### config.mk
export PLATFORM = sky130hd
export DESIGN_NAME = jump_event_gate
export DESIGN_NICKNAME = d
export VERILOG_FILES = /design/src/rtl/jeg_pkg.sv /design/src/rtl/jeg_ctrl.sv /design/src/rtl/jeg_datapath.sv /design/src/rtl/jump_event_gate.sv
export SDC_FILE = /design/constraint.sdc
export NUM_CORES = 2
export LEC_CHECK = 0
export BUFFER_PORTS_ARGS = -buffer_cell sky130_fd_sc_hd__buf_2
export CAP_MARGIN = 20
export CORE_ASPECT_RATIO = 0.8
export CORE_MARGIN = 2
export CORE_UTILIZATION = 25
export CTS_BUF_LIST = sky130_fd_sc_hd__clkbuf_4 sky130_fd_sc_hd__clkbuf_8
export DETAILED_ROUTE_END_ITERATION = 12
export GPL_ROUTABILITY_DRIVEN = 0
export PLACE_DENSITY = 0.4
export SLEW_MARGIN = 20
export SYNTH_ARGS = -nofsm -noshare
export SYNTH_HDL_FRONTEND = slang
export SYNTH_SLANG_ARGS = --single-unit
### constraint.sdc
create_clock -name clk -period 5.45 [get_ports clk]
set_input_delay 0.545 -clock clk [delete_from_list [all_inputs] [get_ports clk]]
set_output_delay 0.545 -clock clk [all_outputs]
set_load 0.005 [all_outputs]
### src/rtl/jeg_pkg.sv
package jeg_pkg;
  typedef enum logic [1:0] {
    EV_RESET = 2'd0,
    EV_EXC   = 2'd1,
    EV_NMI   = 2'd2,
    EV_INT   = 2'd3
  } evClass_e;

  localparam int REG_EXCVEC = 0;
  localparam int REG_PEND   = 1;
  localparam int REG_SET    = 2;
  localparam int REG_CLR    = 3;
  localparam int REG_MASK   = 4;
  localparam int VEC_BASE   = 32;

  typedef struct packed {
    logic     wrExcVec;
    logic     wrSet;
    logic     wrClr;
    logic     wrMask;
    logic     wrVec;
    logic     take;
    evClass_e cls;
  } ctrlStrb_t;
endpackage

### src/rtl/jeg_ctrl.sv
module jeg_ctrl
  import jeg_pkg::*;
#(
  parameter int ADDR_W = 6,
  parameter int N_SRC  = 32
) (
  input  logic              clk,
  input  logic              rstN,
  input  logic              resetReq,
  input  logic              excReq,
  input  logic              nmiReq,
  input  logic              jmpValid,
  input  logic [1:0]        jmpKind,
  input  logic              jmpTaken,
  input  logic              regWrEn,
  input  logic [ADDR_W-1:0] regAddr,
  input  logic              irqAny,
  output ctrlStrb_t         strb,
  output logic              takeEvt,
  output evClass_e          evtClass
);
  logic windowOpen;

  // only a taken interruptible jump opens the window
  assign windowOpen = jmpValid && (jmpKind != 2'd0) && jmpTaken;

  always_comb begin
    strb = '0;
    strb.cls = EV_RESET;
    if (regWrEn) begin
      strb.wrExcVec = (int'(regAddr) == REG_EXCVEC);
      strb.wrSet    = (int'(regAddr) == REG_SET);
      strb.wrClr    = (int'(regAddr) == REG_CLR);
      strb.wrMask   = (int'(regAddr) == REG_MASK);
      strb.wrVec    = (int'(regAddr) >= VEC_BASE) && (int'(regAddr) < VEC_BASE + N_SRC);
    end
    if (resetReq) begin
      strb.take = 1'b1;
      strb.cls  = EV_RESET;
    end else if (windowOpen && excReq) begin
      strb.take = 1'b1;
      strb.cls  = EV_EXC;
    end else if (windowOpen && nmiReq) begin
      strb.take = 1'b1;
      strb.cls  = EV_NMI;
    end else if (windowOpen && irqAny) begin
      strb.take = 1'b1;
      strb.cls  = EV_INT;
    end
  end

  always_ff @(posedge clk or negedge rstN) begin
    if (!rstN) begin
      takeEvt  <= 1'b0;
      evtClass <= EV_RESET;
    end else begin
      takeEvt  <= strb.take;
      evtClass <= strb.take ? strb.cls : EV_RESET;
    end
  end
endmodule

### src/rtl/jeg_datapath.sv
module jeg_datapath
  import jeg_pkg::*;
#(
  parameter int          N_SRC     = 32,
  parameter int          DATA_W    = 32,
  parameter int          ADDR_W    = 6,
  parameter logic [31:0] RESET_VEC = 32'h0000_0100,
  parameter logic [31:0] NMI_VEC   = 32'h0000_0200,
  localparam int         SRC_W     = $clog2(N_SRC)
) (
  input  logic              clk,
  input  logic              rstN,
  input  ctrlStrb_t         strb,
  input  logic [ADDR_W-1:0] regAddr,
  input  logic [DATA_W-1:0] regWrData,
  input  logic [N_SRC-1:0]  irqIn,
  output logic              irqAny,
  output logic [DATA_W-1:0] regRdData,
  output logic [SRC_W-1:0]  evtSrc,
  output logic [DATA_W-1:0] evtVector
);
  logic [DATA_W-1:0] excVecQ;
  logic [N_SRC-1:0]  maskQ;
  logic [N_SRC-1:0]  pendQ;
  logic [N_SRC-1:0]  activeSrc;
  logic [N_SRC-1:0]  setBits;
  logic [N_SRC-1:0]  clrBits;
  logic [SRC_W-1:0]  winSrc;
  logic [DATA_W-1:0] vecArr [N_SRC];

  // one vector register per maskable source
  for (genvar g = 0; g < N_SRC; g++) begin : gVec
    logic [DATA_W-1:0] vecR;
    always_ff @(posedge clk or negedge rstN) begin
      if (!rstN) vecR <= '0;
      else if (strb.wrVec && (int'(regAddr) == VEC_BASE + g)) vecR <= regWrData;
    end
    assign vecArr[g] = vecR;
  end

  assign setBits = strb.wrSet ? regWrData[N_SRC-1:0] : '0;
  assign clrBits = strb.wrClr ? regWrData[N_SRC-1:0] : '0;

  always_ff @(posedge clk or negedge rstN) begin
    if (!rstN) begin
      excVecQ <= '0;
      maskQ   <= '0;
      pendQ   <= '0;
    end else begin
      if (strb.wrExcVec) excVecQ <= regWrData;
      if (strb.wrMask)   maskQ   <= regWrData[N_SRC-1:0];
      // requests override a simultaneous clear
      pendQ <= (pendQ & ~clrBits) | irqIn | setBits;
    end
  end

  assign activeSrc = pendQ & maskQ;
  assign irqAny    = |activeSrc;

  // lowest-numbered active source wins
  always_comb begin
    winSrc = '0;
    for (int i = N_SRC - 1; i >= 0; i--) begin
      if (activeSrc[i]) winSrc = SRC_W'(i);
    end
  end

  always_ff @(posedge clk or negedge rstN) begin
    if (!rstN) begin
      evtSrc    <= '0;
      evtVector <= '0;
    end else if (strb.take) begin
      evtSrc <= (strb.cls == EV_INT) ? winSrc : '0;
      unique case (strb.cls)
        EV_RESET: evtVector <= DATA_W'(RESET_VEC);
        EV_EXC:   evtVector <= excVecQ;
        EV_NMI:   evtVector <= DATA_W'(NMI_VEC);
        default:  evtVector <= vecArr[winSrc];
      endcase
    end else begin
      evtSrc    <= '0;
      evtVector <= '0;
    end
  end

  always_comb begin
    regRdData = '0;
    if (int'(regAddr) == REG_EXCVEC) regRdData = excVecQ;
    if (int'(regAddr) == REG_PEND)   regRdData = DATA_W'(pendQ);
    if (int'(regAddr) == REG_MASK)   regRdData = DATA_W'(maskQ);
    for (int i = 0; i < N_SRC; i++) begin
      if (int'(regAddr) == VEC_BASE + i) regRdData = vecArr[i];
    end
  end
endmodule

### src/rtl/jump_event_gate.sv
module jump_event_gate
  import jeg_pkg::*;
#(
  parameter int          N_SRC     = 32,
  parameter int          DATA_W    = 32,
  parameter int          ADDR_W    = 6,
  parameter logic [31:0] RESET_VEC = 32'h0000_0100,
  parameter logic [31:0] NMI_VEC   = 32'h0000_0200,
  localparam int         SRC_W     = $clog2(N_SRC)
) (
  input  logic              clk,
  input  logic              rstN,
  input  logic              resetReq,
  input  logic              excReq,
  input  logic              nmiReq,
  input  logic [N_SRC-1:0]  irqIn,
  input  logic              jmpValid,
  input  logic [1:0]        jmpKind,
  input  logic              jmpTaken,
  input  logic              regWrEn,
  input  logic [ADDR_W-1:0] regAddr,
  input  logic [DATA_W-1:0] regWrData,
  output logic [DATA_W-1:0] regRdData,
  output logic              takeEvt,
  output logic [1:0]        evtClass,
  output logic [SRC_W-1:0]  evtSrc,
  output logic [DATA_W-1:0] evtVector
);
  ctrlStrb_t strb;
  evClass_e  classQ;
  logic      irqAny;

  jeg_ctrl #(.ADDR_W(ADDR_W), .N_SRC(N_SRC)) u_ctrl (
    .clk(clk), .rstN(rstN), .resetReq(resetReq), .excReq(excReq),
    .nmiReq(nmiReq), .jmpValid(jmpValid), .jmpKind(jmpKind),
    .jmpTaken(jmpTaken), .regWrEn(regWrEn), .regAddr(regAddr),
    .irqAny(irqAny), .strb(strb), .takeEvt(takeEvt), .evtClass(classQ)
  );

  jeg_datapath #(
    .N_SRC(N_SRC), .DATA_W(DATA_W), .ADDR_W(ADDR_W),
    .RESET_VEC(RESET_VEC), .NMI_VEC(NMI_VEC)
  ) u_dp (
    .clk(clk), .rstN(rstN), .strb(strb), .regAddr(regAddr),
    .regWrData(regWrData), .irqIn(irqIn), .irqAny(irqAny),
    .regRdData(regRdData), .evtSrc(evtSrc), .evtVector(evtVector)
  );

  assign evtClass = classQ;
endmodule

* Yosys cells after proc, flatten, opt, wreduce, memory -nomap -nowiden
Cells that the tools add are included.
Cells by class: order comparisons 2, eq/ne operators 39, mux-type cells 82, bitwise gates (word level) 6, reductions and logical operators 41
Operators by type and width (count):
- 2-to-1 mux 32 bit | 40
- 2-to-1 mux 5 bit | 35
- binary-select mux 32 bit (select 5 bit) | 1
- equality test 6 bit, second input constant | 16
- case mux 32 bit (3 select lines) | 1
- bitwise AND 32 bit | 2
- OR 32 bit | 2
- equality test 6 x 5 -> 1 bit, second input constant | 8
- logical AND 1 bit | 37
- NOT 32 bit | 1
- OR reduction 32 bit | 1
- equality test 6 x 4 -> 1 bit, second input constant | 5
- equality test 6 x 3 -> 1 bit, second input constant | 4
- equality test 6 x 2 -> 1 bit, second input constant | 2
- >= comparator 6 bit, second input constant | 2
- 2-to-1 mux 3 bit | 4
- equality test 6 x 1 -> 1 bit, second input constant | 1
- zero test 6 bit | 1
- NOT 5 -> 6 bit | 1
- equality test 2 bit, second input constant | 2
- equality test 2 x 1 -> 1 bit, second input constant | 1
- zero test 2 bit | 1
- 2-to-1 mux 2 bit | 1
- nonzero test 2 bit | 1
Word-level totals: register bits after elaboration 1160, bits of input ports 80, output and inout port bits 72, word-level logic and storage cells 209

* Logic depth before layout (Yosys ltp)
depth after elaboration 39, gate-level depth with buffers 14, gate-level depth less buffers 10

* Modules after synthesis
A second synthesis with hierarchy kept.
Unflattened totals: cells, all modules 5620, area total of the unflattened synthesis 62112.1 um^2
By module, submodules not included:
- jeg_datapath | instances 1, cells an instance 5598, area an instance 61901.9 um^2, sequential area each 28952.8 um^2
- jeg_ctrl | instances 1, cells an instance 22, area an instance 210.2 um^2, sequential area each 75.1 um^2

* Worst setup path before layout
OpenSTA, ideal clock, no wires.
path type input -> output, from input port regAddr[0], to output port regRdData[0], arrival 2745 ps, data required time 4905 ps, path slack 2160 ps, cell stages on the path 12, path buffers 2, cell sequence or4_1 > nor3_2 > buf_2 > buf_2 > a22oi_1 > a31oi_1 > a21oi_1 > a21oi_1 > o22ai_1 > o21ai_1 > o2111ai_1 > a31oi_1
Between the ends: longest elaborated chain between the ends 36, elaborated cells between the ends (all ways) 70, those cells by class eq/ne: 34; mux: 35; reduce/logical: 1
RTL lines:
- from (decl) | line jump_event_gate.sv:21 | input logic [ADDR_W-1:0] regAddr,
- zero test 6 bit | line jeg_datapath.sv:88 | if (int'(regAddr) == REG_EXCVEC) regRdData = excVecQ;
- 2-to-1 mux 32 bit | line jeg_datapath.sv:88
- 2-to-1 mux 32 bit | line jeg_datapath.sv:89 | if (int'(regAddr) == REG_PEND) regRdData = DATA_W'(pendQ);
- 2-to-1 mux 32 bit | line jeg_datapath.sv:90 | if (int'(regAddr) == REG_MASK) regRdData = DATA_W'(maskQ);
- 2-to-1 mux 32 bit (31 in a row) | line jeg_datapath.sv:92 | if (int'(regAddr) == VEC_BASE + i) regRdData = vecArr[i];
- 2-to-1 mux 32 bit (*) | line jeg_datapath.sv:92
- to (decl) | line jump_event_gate.sv:23 | output logic [DATA_W-1:0] regRdData,
Every way passes the cells marked *; elsewhere a longest branch is shown, timed or not.

* Worst setup path in the final report
from input port regAddr[2], to output port regRdData[19]
The elaborated chain is that of the path after synthesis.

==> impl_metrics.ini <==
[status]
status = finished, final reports clean

[floorplan]
fp.coreArea_um2 = 241300
rows = 161
fp.dieW_um = 555.5
ios = 152
start_util = 0.2521
die_area_um2 = 247300
fp.dieH_um = 445.2

[timing]
max-slew-margin-rel = 0.2316
tns_ns = 0
fmax_mhz = 189.8
drv_slew = 0
setup_violations = 0
final.period_utilization = 0.9666
fin_skew_ns = 0.06856
hold_viol_final = 0
rsz0062_at_grt = false
fin_crit_ns = 5.268
worst_pin_slew_ns = 1.148

[synth]
synth_ff_type = dfrtp_1
synth_xor_area_frac = 0
netlist.area_leader.share = 0.4772
yosys_warnings = 0
ys_seq_elements = 1160
syn-num-nets = 5323
synth-adder-area-share = 0
synth_top_area_cell = dfrtp_1
async_flop_share = 1.000
ys_types = 76
synth_mux_area_frac = 0.2783
syn_area_per_cell_um2 = 11.60
synthTopCellsByArea = dfrtp_1, mux2_2, mux4_2
synth_cells = 5243
synth_compound_area_frac = 0.1312
synth_top_family_by_area = multiplexers
synth_seq_area_share = 0.4772
synth-edff-count = 0
yosys.area_share.simple = 0.07699
syn_area_um2 = 60830

[critical_path]
crit_path_cell_trace = buf_2, or2_2, nor3_2, buf_4, a22oi_1, a31oi_1, nor3_1, or4_1, a31oi_1, a211oi_1, o21ai_1, buf_4, buf_2
worstSetupPathType = in2out
cp_num_buf_inv = 4
crit_fanout = 23
max_stage_delay_ns = 0.69
crit_path_end_kind = output pin
required_ns = 4.91
cp_slowest_cell = or4_1
cp.arrival_ns = 4.72
cp_top_family = simple AND/OR/NAND/NOR gates
start_kind = primary input

[global_route]
grt_pass1_wl_um = 421100
grt_max_degree = 139
grt_pass1_vias = 47940
grt_usage = 0.2418
antenna_found_initial = 20
grt_overflow_total = 0

[finish]
layout.nets = 5516
final_common_cell = dfrtp_1
syn_to_final_growth_pct = 17.40
drive_gt1_frac = 0.3909
layout_common_cells = dfrtp_1, mux2_2, nand2_1, buf_4, clkbuf_8
fill_cells = 24920

[clocking]
cts_hold_buffers = 40
htreeDepth = 4
cts-resized-gates = 0
postCtsSetupBuffers = 0
numCtsBuffers = 216
cts_root_buf = clkbuf_8
clock_latency_ns = 1.00
cts_tree = built
clkSinkCount = 1160
clk_path_buf_depth = 3
clk_pin_slew_ns = 0.05

[place]
dp_hpwl_um = 218700
io_buffers = 151

[run]
max_cap_violations = 0

[routing]
drt-total-wl_um = 305800
first_pass_iters = 8
drc = 0
ant_nets = 0
vias_per_cell = 5.683
vias = 49880
wl_per_cell_um = 34.84
drt_iter0_drc = 6372

[worst_hold_path]
min_path_type = in2reg

[power]
p_per_area_nw_per_um2 = 385.6
p_leak_nw = 31.70
peakVddDrop_mv = 0.2884
total_power_mw = 27.54
## path summary, 6_finish.rpt
check / from / endpoint / slack [ns] / cells after the start
max in group asynchronous: rstN / u_dp.gVec[0].vecR[6] / 3.73 / 3
worst max-delay path: regAddr[2] / regRdData[19] / 0.18 / 13
worst min-delay path: excReq / u_dp.evtVector[8] / 0.14 / 5
min in group asynchronous: rstN / u_dp.gVec[31].vecR[25] / 0.17 / 2
worst max register to register: u_dp.maskQ[14] / u_dp.evtVector[11] / 0.83 / 9
worst min register to register: u_dp.gVec[26].vecR[28] / u_dp.gVec[26].vecR[28] / 0.51 / 1
## Yosys cell counts, types with 9 or more instances
cell type and count:
a32oi_1 25, o221ai_1 53, o22ai_1 124, nor3_1 58, nand2_1 589, o2111ai_1 20
a22oi_1 139, o211ai_1 26, nor4_1 10, a222oi_1 26, clkbuf_2 30, nor2_1 159
and3_1 47, dfrtp_1 1160, o21ai_1 54, a221oi_1 44, a31oi_1 80, mux2_1 29
clkbuf_1 298, mux2_2 1086, a211oi_1 28, o21ai_0 112, mux2i_1 84, nor2b_1 9
a22o_1 73, a21oi_1 172, a221o_1 39, buf_2 63, a221oi_2 28, nand4_1 16
mux4_2 157, nand3_1 145, or3_1 11, inv_1 11, buf_1 117
## cells by family (layout without fill, tap and decap cells)
family / Yosys count / count (layout)
mux: 1356 / 1356
compound gates: 1114 / 1114
flops: 1160 / 1160
buf+inv: 533 / 877
other cells: 0 / 12
simple gates: 1080 / 1080
## per-stage QoR
stage	std cells	setup slack [ns]	cell area, um^2	hold slack (ns)	utilization
6_report	8777	0.1822	71420	0.1360	0.2959
5_1_grt	8771	0.2069	71400	0.09737	0.2959
3_5_place_dp	8355	0.4411	66480	0.4951	0.2755
2_1_floorplan	5243	2.160	60830	0.2494	-
3_3_place_gp	8353	0.4418	66410	0.4895	0.2752
4_1_cts	8764	0.4220	71370	0.05595	0.2957
## power breakdown
| group | internal [mW] | switching, mW | leakage, nW | total, mW |
|---|---|---|---|---|
| sequential | 9.70 | 1.15 | 15.3 | 10.9 |
| clock | 4.95 | 4.12 | 2.40 | 9.07 |
| combinational | 2.78 | 4.83 | 14.0 | 7.61 |
| total | 17.4 | 10.1 | 31.7 | 27.5 |
## area by class of cell
| class | instances | area, um^2 | share of cell area |
|---|---|---|---|
| Multi-Input combinational cell | 3550 | 29920 | 0.4189 |
| Inverter | 11 | 41.29 | 0.0005781 |
| Sequential cell | 1160 | 29030 | 0.4064 |
| Clock buffer | 344 | 4240 | 0.05937 |
| Antenna cell | 12 | 30.03 | 0.0004205 |
| Tap cell | 3178 | 3976 | 0.05568 |
| Timing Repair Buffer | 497 | 3931 | 0.05505 |
| Clock inverter | 25 | 252.7 | 0.003539 |
## state kept, by name, indices dropped and copies added (netlist names)
register         cells
u_dp.pendQ          32
u_dp.excVecQ        32
u_ctrl.evtClass      2
u_ctrl.takeEvt       1
u_dp.evtVector      32
u_dp.maskQ          32
u_dp.gVec.vecR    1024
u_dp.evtSrc          5
## metal layers
layer  vias up  GRT usage  wire (um)
li1      20210          -          -
met1     26760     0.3730     145400
met2      2578     0.3300     123200
met3       328    0.06314      30480
met4         6    0.05383       6704
met5         -          0         35
## worst register-to-register path: stages (launching register included)
cell	delay (ns)
dfrtp_1	0.46
a222oi_1	0.57
o2111ai_1	0.26
o211a_1	0.31
nor2_4	0.46
buf_12	0.29
mux4_2	0.70
a22o_1	0.38
a31oi_1	0.56
o221ai_1	0.41
Power figures use the tool's default switching activity.
